[src/rtl/bounce_pkg.sv]
package bounce_pkg;
  typedef enum logic [1:0] {
    ST_IDLE  = 2'd0,
    ST_BURST = 2'd1,
    ST_CONN  = 2'd2
  } bstate_e;
endpackage

[src/rtl/bounce_tick.sv]
module bounce_tick #(
  parameter int TICK_DIV = 1
) (
  input  logic clk_i,
  input  logic rst_ni,
  input  logic clr_i,
  output logic tick_o
);
  localparam int CW = $clog2(TICK_DIV + 1);
  localparam logic [CW-1:0] LAST = CW'(TICK_DIV - 1);

  logic [CW-1:0] cnt_q;

  assign tick_o = (cnt_q == LAST);

  always_ff @(posedge clk_i or negedge rst_ni) begin
    if (!rst_ni)          cnt_q <= '0;
    else if (clr_i)       cnt_q <= '0;
    else if (tick_o)      cnt_q <= '0;
    else                  cnt_q <= cnt_q + 1'b1;
  end

  a_r2_tick_range: assert property (@(posedge clk_i) disable iff (!rst_ni)
    cnt_q <= LAST);
endmodule

[src/rtl/bounce_duty.sv]
module bounce_duty #(
  parameter int PER_W  = 16,
  parameter int DUTY_W = 7
) (
  input  logic [PER_W-1:0]  period_i,
  input  logic [DUTY_W-1:0] duty_i,
  output logic [PER_W-1:0]  per_eff_o,
  output logic [PER_W-1:0]  on_o
);
  localparam int PW = PER_W + DUTY_W;
  localparam logic [DUTY_W-1:0] FULL = DUTY_W'(100);

  logic [DUTY_W-1:0] duty_c;
  logic [PW-1:0]     prod;

  always_comb begin
    per_eff_o = (period_i == '0) ? PER_W'(1) : period_i;
    duty_c    = (duty_i > FULL) ? FULL : duty_i;           // clamp
    prod      = PW'(per_eff_o) * PW'(duty_c);
    on_o      = PER_W'(prod / PW'(100));
  end

  always_comb begin
    a_r3_on_within_period: assert (on_o <= per_eff_o);
  end
endmodule

[src/rtl/bounce_burst.sv]
module bounce_burst
  import bounce_pkg::*;
#(
  parameter int LEN_W = 24,
  parameter int PER_W = 16
) (
  input  logic             clk_i,
  input  logic             rst_ni,
  input  logic             start_i,
  input  logic             disc_i,
  input  logic             tick_i,
  input  logic [LEN_W-1:0] len_i,
  input  logic [PER_W-1:0] per_i,
  input  logic [PER_W-1:0] on_i,
  output logic             conn_o,
  output logic             in_burst_o
);
  bstate_e          state_q;
  logic [LEN_W-1:0] len_q, len_cnt_q;
  logic [PER_W-1:0] per_q, on_q, ph_cnt_q;
  logic             last_tick, last_ph;

  assign last_tick = (len_cnt_q == len_q - 1'b1);
  assign last_ph   = (ph_cnt_q == per_q - 1'b1);

  always_ff @(posedge clk_i or negedge rst_ni) begin
    if (!rst_ni) begin
      state_q   <= ST_IDLE;
      len_q     <= '0;
      per_q     <= PER_W'(1);
      on_q      <= '0;
      len_cnt_q <= '0;
      ph_cnt_q  <= '0;
    end else if (disc_i) begin
      state_q   <= ST_IDLE;
      len_cnt_q <= '0;
      ph_cnt_q  <= '0;
    end else if (start_i) begin
      // settings captured here only, restart from tick 0
      len_q     <= len_i;
      per_q     <= per_i;
      on_q      <= on_i;
      len_cnt_q <= '0;
      ph_cnt_q  <= '0;
      state_q   <= (len_i == '0) ? ST_CONN : ST_BURST;
    end else if (state_q == ST_BURST && tick_i) begin
      if (last_tick) begin
        state_q   <= ST_CONN;
        len_cnt_q <= '0;
        ph_cnt_q  <= '0;
      end else begin
        len_cnt_q <= len_cnt_q + 1'b1;
        ph_cnt_q  <= last_ph ? '0 : ph_cnt_q + 1'b1;
      end
    end
  end

  always_comb begin
    in_burst_o = (state_q == ST_BURST);
    conn_o     = (state_q == ST_CONN) || (in_burst_o && (ph_cnt_q < on_q));
  end

  a_r7_disc_forces_low: assert property (@(posedge clk_i) disable iff (!rst_ni)
    disc_i |=> !conn_o && !in_burst_o);

  a_r7_idle_holds_low: assert property (@(posedge clk_i) disable iff (!rst_ni)
    (!conn_o && !in_burst_o && !start_i) |=> !conn_o);

  a_r5_zero_len_connects: assert property (@(posedge clk_i) disable iff (!rst_ni)
    (start_i && !disc_i && len_i == '0) |=> (conn_o && !in_burst_o));

  a_r3_period_opens_high: assert property (@(posedge clk_i) disable iff (!rst_ni)
    (start_i && !disc_i && len_i != '0 && on_i != '0) |=> (conn_o && in_burst_o));

  a_r4_settled_holds: assert property (@(posedge clk_i) disable iff (!rst_ni)
    (conn_o && !in_burst_o && !disc_i && !start_i) |=> (conn_o && !in_burst_o));

  a_r2_len_cnt_range: assert property (@(posedge clk_i) disable iff (!rst_ni)
    in_burst_o |-> (len_cnt_q < len_q));

  a_r3_phase_range: assert property (@(posedge clk_i) disable iff (!rst_ni)
    in_burst_o |-> (ph_cnt_q < per_q));
endmodule

[src/rtl/bounce_gen.sv]
module bounce_gen #(
  parameter int LEN_W    = 24,
  parameter int PER_W    = 16,
  parameter int DUTY_W   = 7,
  parameter int TICK_DIV = 1
) (
  input  logic              clk_i,
  input  logic              rst_ni,
  input  logic              start_i,
  input  logic              disc_i,
  input  logic [LEN_W-1:0]  len_i,
  input  logic [PER_W-1:0]  period_i,
  input  logic [DUTY_W-1:0] duty_i,
  output logic              conn_o
);
  logic             tick;
  logic             in_burst;
  logic [PER_W-1:0] per_eff, on_ticks;

  bounce_tick #(.TICK_DIV(TICK_DIV)) u_tick (
    .clk_i  (clk_i),
    .rst_ni (rst_ni),
    .clr_i  (start_i | disc_i),
    .tick_o (tick)
  );

  bounce_duty #(.PER_W(PER_W), .DUTY_W(DUTY_W)) u_duty (
    .period_i  (period_i),
    .duty_i    (duty_i),
    .per_eff_o (per_eff),
    .on_o      (on_ticks)
  );

  bounce_burst #(.LEN_W(LEN_W), .PER_W(PER_W)) u_burst (
    .clk_i      (clk_i),
    .rst_ni     (rst_ni),
    .start_i    (start_i),
    .disc_i     (disc_i),
    .tick_i     (tick),
    .len_i      (len_i),
    .per_i      (per_eff),
    .on_i       (on_ticks),
    .conn_o     (conn_o),
    .in_burst_o (in_burst)
  );

  a_r1_no_burst_without_start: assert property (@(posedge clk_i) disable iff (!rst_ni)
    (!in_burst && !start_i) |=> !in_burst);
endmodule

[config.mk]
export PLATFORM = sky130hd
export DESIGN_NAME = bounce_gen
export DESIGN_NICKNAME = d
export VERILOG_FILES = /design/src/rtl/bounce_pkg.sv /design/src/rtl/bounce_tick.sv /design/src/rtl/bounce_duty.sv /design/src/rtl/bounce_burst.sv /design/src/rtl/bounce_gen.sv
export SDC_FILE = /design/constraint.sdc
export NUM_CORES = 1
export LEC_CHECK = 0
export BUFFER_PORTS_ARGS = -buffer_cell sky130_fd_sc_hd__buf_2
export CAP_MARGIN = 40
export CORE_ASPECT_RATIO = 1.25
export CORE_MARGIN = 2
export CORE_UTILIZATION = 55
export CTS_CLUSTER_SIZE = 10
export DETAILED_ROUTE_END_ITERATION = 12
export GPL_ROUTABILITY_DRIVEN = 0
export PLACE_DENSITY = 0.82
export SYNTH_ARGS = -nofsm -noshare
export SYNTH_HDL_FRONTEND = slang
export SYNTH_HIERARCHICAL = 1
export SYNTH_SLANG_ARGS = --single-unit
[constraint.sdc]
create_clock -name clk_i -period 3 [get_ports clk_i]
set_input_delay 0.6 -clock clk_i [delete_from_list [all_inputs] [get_ports clk_i]]
set_output_delay 0.6 -clock clk_i [all_outputs]
set_load 0.005 [all_outputs]
==> results_dict.tcl, run 1 <==
set metrics [dict create \
    cts_sinks 98 \
    grt_util_all_layers_pct 72.79 \
    synthesis.nets 1924 \
    ys_warn_count 6 \
    cts_buffers 9 \
    cts_buffer_depth 2 \
    place_ws_ns -11.04 \
    status "aborted with a tool error" \
    hpwlAfterDp_um 37690 \
    dieWidth_um 148.8 \
    placed_cell_area_mm2 0.01825 \
    grt-worst-endpoint "u_burst/on_q[0]$_DFFE_PN0P_/D" \
    start_util_pct 55.55 \
    worstEndpointType "register data pin" \
    rows 66 \
    failing_step "global routing" \
    syn_inst 1744 \
    portBuffers 51 \
    root_buffer "clkbuf_16" \
    overflow 127 \
    io_pins 52 \
    htreeDepth 3 \
    grt_max_degree 79 \
    first-error "[ERROR GRT-0232] Routing congestion too high. Check the congestion heatmap in the GUI." \
    synth_area_mm2 0.01441 \
    dieHeight_um 184.9 \
    synth.avg_cell_area_um2 8.260 \
]
## what timing repair did
item | 4_1_cts
resized for setup | 226
setup endpoints to repair | 17
cloned | 4
setup buffers | 65
hold buffers | 0
pin swaps | 113
## metal layers
layer	overflow	global-route usage, %
met3	1	57.73
met5	0	24.44
met4	51	78.67
met1	1	68.06
met2	74	91.69
## stage by stage
stage                     setup TNS [ns]  cells
after floorplan                   -98.84   1744
after global placement           -109.43   2442
after detailed placement         -113.48   2442
after CTS                         -98.41   2526
==> run 2: changes to the inputs <==
--- a/config.mk
+++ b/config.mk
@@ -7,13 +7,11 @@
 export LEC_CHECK = 0
 export BUFFER_PORTS_ARGS = -buffer_cell sky130_fd_sc_hd__buf_2
 export CAP_MARGIN = 40
-export CORE_ASPECT_RATIO = 1.25
 export CORE_MARGIN = 2
-export CORE_UTILIZATION = 55
-export CTS_CLUSTER_SIZE = 10
+export CORE_UTILIZATION = 40
 export DETAILED_ROUTE_END_ITERATION = 12
 export GPL_ROUTABILITY_DRIVEN = 0
-export PLACE_DENSITY = 0.82
+export PLACE_DENSITY_LB_ADDON = 0.15
 export SYNTH_ARGS = -nofsm -noshare
 export SYNTH_HDL_FRONTEND = slang
 export SYNTH_HIERARCHICAL = 1
==> results_dict.tcl, run 2 <==
set metrics [dict create \
    root_buffer "clkbuf_16" \
    r2r_start "u_burst/per_q[0]" \
    syn_inst 1744 \
    finalNonFillerCells 2723 \
    dp_cells 2611 \
    maxSlewHeadroom_pct 61.84 \
    place_ws_ns -11.28 \
    cp.required_ns 3.23 \
    cts_buffers 9 \
    via_per_inst 5.693 \
    synth_area_mm2 0.01441 \
    drv_cap 0 \
    design.core.area_mm2 0.03548 \
    hp-class "primary input to async pin" \
    hpwlAfterDp_um 37180 \
    reg.largest.list "u_burst/len_cnt_q: 24 flops, u_burst/len_q: 24 flops" \
    ys_warn_count 6 \
    drc 0 \
    hold_viol_final 0 \
    final_cell_mix "buf_4 (494), nand2_1 (154), nor2_1 (102)" \
    num_vias 15500 \
    cts_sinks 98 \
    violations "setup timing" \
    grt_pass1_vias 15390 \
    worstSetupStartpoint "duty_i[2]" \
    end_kind "flip-flop" \
    fin_tns_setup_ns -104.78 \
    slowest_delay_ns 0.52 \
    antenna_left 0 \
    reg2reg_depth 10 \
    tightest_slew_ns 0.5683 \
    maxSlewViolCount 0 \
    grt_util_all_layers_pct 24.87 \
    setup_ws_ns -10.54 \
    ff2ff_setup_slack_ns 0.16 \
    cts_buffer_depth 2 \
    diodes 0 \
    finalSetupViolations 16 \
    synthesis.nets 1924 \
    nFillCells 3046 \
    fin_skew_ns 0.01021 \
    layout_commonest_cell "buf_4" \
    rsz0062_at_grt "true" \
    cp-start-kind "primary input" \
    wire_per_inst_um 17.56 \
    drive_gt1_share_pct 43.06 \
    path_clk_slew_ns 0.07 \
    portBuffers 51 \
    overflow 0 \
    cts_hold_buf 0 \
    final_cell_area_mm2 0.02129 \
    antenna_found_initial 0 \
    start_util_pct 40.60 \
    fmaxAchievable_ghz 0.07385 \
    min_period_over_period_pct 451.3 \
    htreeDepth 3 \
    reg2reg_to "u_burst/ph_cnt_q[7]" \
    die_area_mm2 0.03755 \
    placed_cell_area_mm2 0.01875 \
    dieWidth_um 193.8 \
    cp_common_cell "buf_4" \
    wl_um 47820 \
    critical_path_class "primary input to flip-flop" \
    cts_tree "built" \
    critPathSlowestCell "fa_1" \
    insertion_delay_ns 0.35 \
    grt_max_degree 67 \
    area_growth_pct 47.78 \
    io_pins 52 \
    dieHeight_um 193.8 \
    grt_pass1_wl_um 78550 \
    crit_arrival_ns 13.77 \
    period_needed_ns 13.54 \
    cp_max_fo 6 \
    dr.pass1.iters 5 \
    fin_nets 2437 \
    rows 69 \
    status "complete, but fails checks" \
    dr.first_iter.drc_count 915 \
    synth.avg_cell_area_um2 8.260 \
]
==> run 2: cell type report <==
class	instances	area (um^2)	share of cell area (%)
inverters	104	392.9	1.846
clock buffers	10	229.0	1.076
well taps	461	576.8	2.710
flip-flops and latches	98	2454	11.53
clock inverters	6	96.34	0.4526
repair buffers	585	4542	21.34
multi-input cells	1459	13000	61.06
==> run 2: worst max-delay path by stage <==
stage	endpoint	slack [ns]	cells after the start
after floorplan	u_burst/on_q[0]	-10.03	53
after global placement	u_burst/on_q[0]	-10.99	54
after detailed placement	u_burst/on_q[0]	-11.28	52
after CTS	u_burst/on_q[0]	-10.17	58
after global routing	u_burst/on_q[0]	-11.07	60
final	u_burst/on_q[0]	-10.54	58
==> run 2: timing repair <==
item | in CTS | in global routing
gates cloned | 0 | 1
pin swaps | 86 | 104
setup buffers | 50 | 49
endpoints found under the setup margin | 17 | 54
gates resized for setup | 161 | 147
==> run 2: worst max-delay path, delay by kind of cell <==
family	cells	cell delay (ns)
multiplexers	1	0.26
AND/OR/NAND/NOR	15	2.80
buffers and inverters	13	1.88
adder cells (fa/ha/maj)	5	2.36
AO/OA/AOI/OAI	24	5.83
==> run 2: layer usage <==
| metal | part of all wire [%] | vias up | GRT usage [%] |
|---|---|---|---|
| li1 | - | 7430 | - |
| met1 | 44 | 7592 | 33.44 |
| met2 | 50 | 423 | 42.95 |
| met3 | 4.5 | 58 | 2.522 |
| met4 | 1.8 | 0 | 5.881 |
| met5 | 0 | - | 0 |
==> run 2: metrics by stage <==
stage | utilization, % | hold WS (ns)
after global routing | 60.00 | 0.2343
after CTS | 56.97 | 0.2264
after global placement | 52.85 | 0.5118
after detailed placement | 52.85 | 0.5153
after floorplan | - | 0.3044
final | 60.00 | 0.2115
Power of run 2 is not shown: default switching activity piles up to over one toggle a cycle in this logic, so the estimate is an artifact.
==> run 3: changes to the inputs <==
--- a/config.mk
+++ b/config.mk
@@ -7,7 +7,6 @@
 export LEC_CHECK = 0
 export BUFFER_PORTS_ARGS = -buffer_cell sky130_fd_sc_hd__buf_2
 export CAP_MARGIN = 40
-export CORE_MARGIN = 2
 export CORE_UTILIZATION = 40
 export DETAILED_ROUTE_END_ITERATION = 12
 export GPL_ROUTABILITY_DRIVEN = 0
==> results_dict.tcl, run 3 (synthesis gave the netlist of run 2 again) <==
set metrics [dict create \
    diodes 0 \
    min_period_over_period_pct 448.6 \
    via_per_inst 5.693 \
    fin_nets 2451 \
    htreeDepth 3 \
    cts_tree "built" \
    insertion_delay_ns 0.35 \
    reg2reg_depth 10 \
    root_buffer "clkbuf_16" \
    grt_pass1_wl_um 79490 \
    cts_hold_buf 0 \
    drive_gt1_share_pct 43.50 \
    cp_max_fo 8 \
    cts_buffer_depth 2 \
    finalNonFillerCells 2737 \
    fmaxAchievable_ghz 0.07430 \
    antenna_left 0 \
    io_pins 52 \
    path_clk_slew_ns 0.07 \
    die_area_mm2 0.03678 \
    rows 69 \
    violations "setup timing" \
    maxSlewViolCount 0 \
    slowest_delay_ns 0.50 \
    antenna_found_initial 0 \
    setup_ws_ns -10.46 \
    critical_path_class "primary input to flip-flop" \
    final_cell_mix "buf_4 (495), nand2_1 (153), nor2_1 (101)" \
    hold_viol_final 0 \
    grt_max_degree 49 \
    layout_commonest_cell "buf_4" \
    period_needed_ns 13.46 \
    status "complete, but fails checks" \
    dieHeight_um 191.8 \
    area_growth_pct 48.95 \
    dr.pass1.iters 5 \
    grt_util_all_layers_pct 26.59 \
    design.core.area_mm2 0.03548 \
    tightest_slew_ns 0.6113 \
    overflow 0 \
    fin_util_pct 60.47 \
    grt_pass1_vias 15750 \
    cp_common_cell "buf_4" \
    maxSlewHeadroom_pct 58.87 \
    cp.required_ns 3.24 \
    r2r_start "u_burst/per_q[0]" \
    critPathSlowestCell "fa_1" \
    dieWidth_um 191.8 \
    crit_arrival_ns 13.70 \
    dp_cells 2607 \
    drv_cap 0 \
    start_util_pct 40.60 \
    place_ws_ns -11.26 \
    dr.first_iter.drc_count 974 \
    wl_um 49320 \
    cp-start-kind "primary input" \
    reg2reg_to "u_burst/ph_cnt_q[3]" \
    drc 0 \
    num_vias 15580 \
    finalSetupViolations 16 \
    wire_per_inst_um 18.02 \
    portBuffers 51 \
    ff2ff_setup_slack_ns 0.13 \
    hpwlAfterDp_um 37610 \
    hp-class "primary input to async pin" \
    fin_skew_ns 0.009518 \
    end_kind "flip-flop" \
    cts_buffers 9 \
    cts_sinks 98 \
    rsz0062_at_grt "true" \
    reg.largest.list "u_burst/len_cnt_q: 24 flops, u_burst/len_q: 24 flops" \
]
==> run 3: cell types whose count changed in the layout (fill, tap and decap cells not counted), sizes merged <==
cell | previous run | this run
bufinv | 2 | 1
clkbuf | 10 | 11
a21o | 18 | 19
buf | 585 | 598
clkinv | 0 | 1
clkinvlp | 1 | 0
==> run 3: stage by stage <==
step | hold WS, ns | area, um^2 | setup TNS (ns)
2_1_floorplan | 0.3044 | 15000 | -98.84
3_3_place_gp | 0.5114 | 18720 | -113.28
3_5_place_dp | 0.5139 | 18720 | -115.66
4_1_cts | 0.2118 | 20660 | -100.97
5_1_grt | 0.2382 | 21460 | -110.74
6_report | 0.2066 | 21460 | -105.22
==> run 3: final cells by class <==
type,count,area [um^2]
clock buffer,11,232.7
clock inverter,5,61.31
fill,3112,14030
inverter,104,392.9
multi-input combinational,1460,13050
sequential,98,2455
tap,461,576.8
timing repair buffer,598,4686
==> run 3: how the worst max path moves through the flow <==
| stage | depth (start not counted) | slack, ns | end | from |
|---|---|---|---|---|
| floorplan | 53 | -10.03 | u_burst/on_q[0] | period_i[14] |
| global placement | 54 | -11.01 | u_burst/on_q[0] | period_i[2] |
| detailed placement | 53 | -11.26 | u_burst/on_q[0] | period_i[2] |
| CTS | 54 | -10.07 | u_burst/on_q[0] | period_i[11] |
| global route | 63 | -10.91 | u_burst/on_q[0] | period_i[3] |
| finish | 59 | -10.46 | u_burst/on_q[0] | period_i[3] |
==> run 3: routing by layer <==
layer	global-route usage [%]	wire (um)	part of all wire, %
met5	0	0	0
met4	6.838	1073	2.2
met3	2.558	1870	3.8
met2	47.39	24690	50
met1	34.10	21690	44
==> run 3: timing repair <==
item	4_1_cts	5_1_grt
endpoints found under the setup margin	17	54
setup buffers	74	43
pin swaps	106	90
cloned	0	2
resized for setup	219	103
==> run 3: worst max-delay path: cells and delay by family <==
kind                     cells  cell delay (ns)
adder cells (fa/ha/maj)      5             2.20
AND/OR/NAND/NOR              8             1.73
multiplexers                 3             0.94
XOR/XNOR                     1             0.14
AO/OA/AOI/OAI               29             6.41
buffers and inverters       13             1.63
Power of run 3 is left out for the same reason.
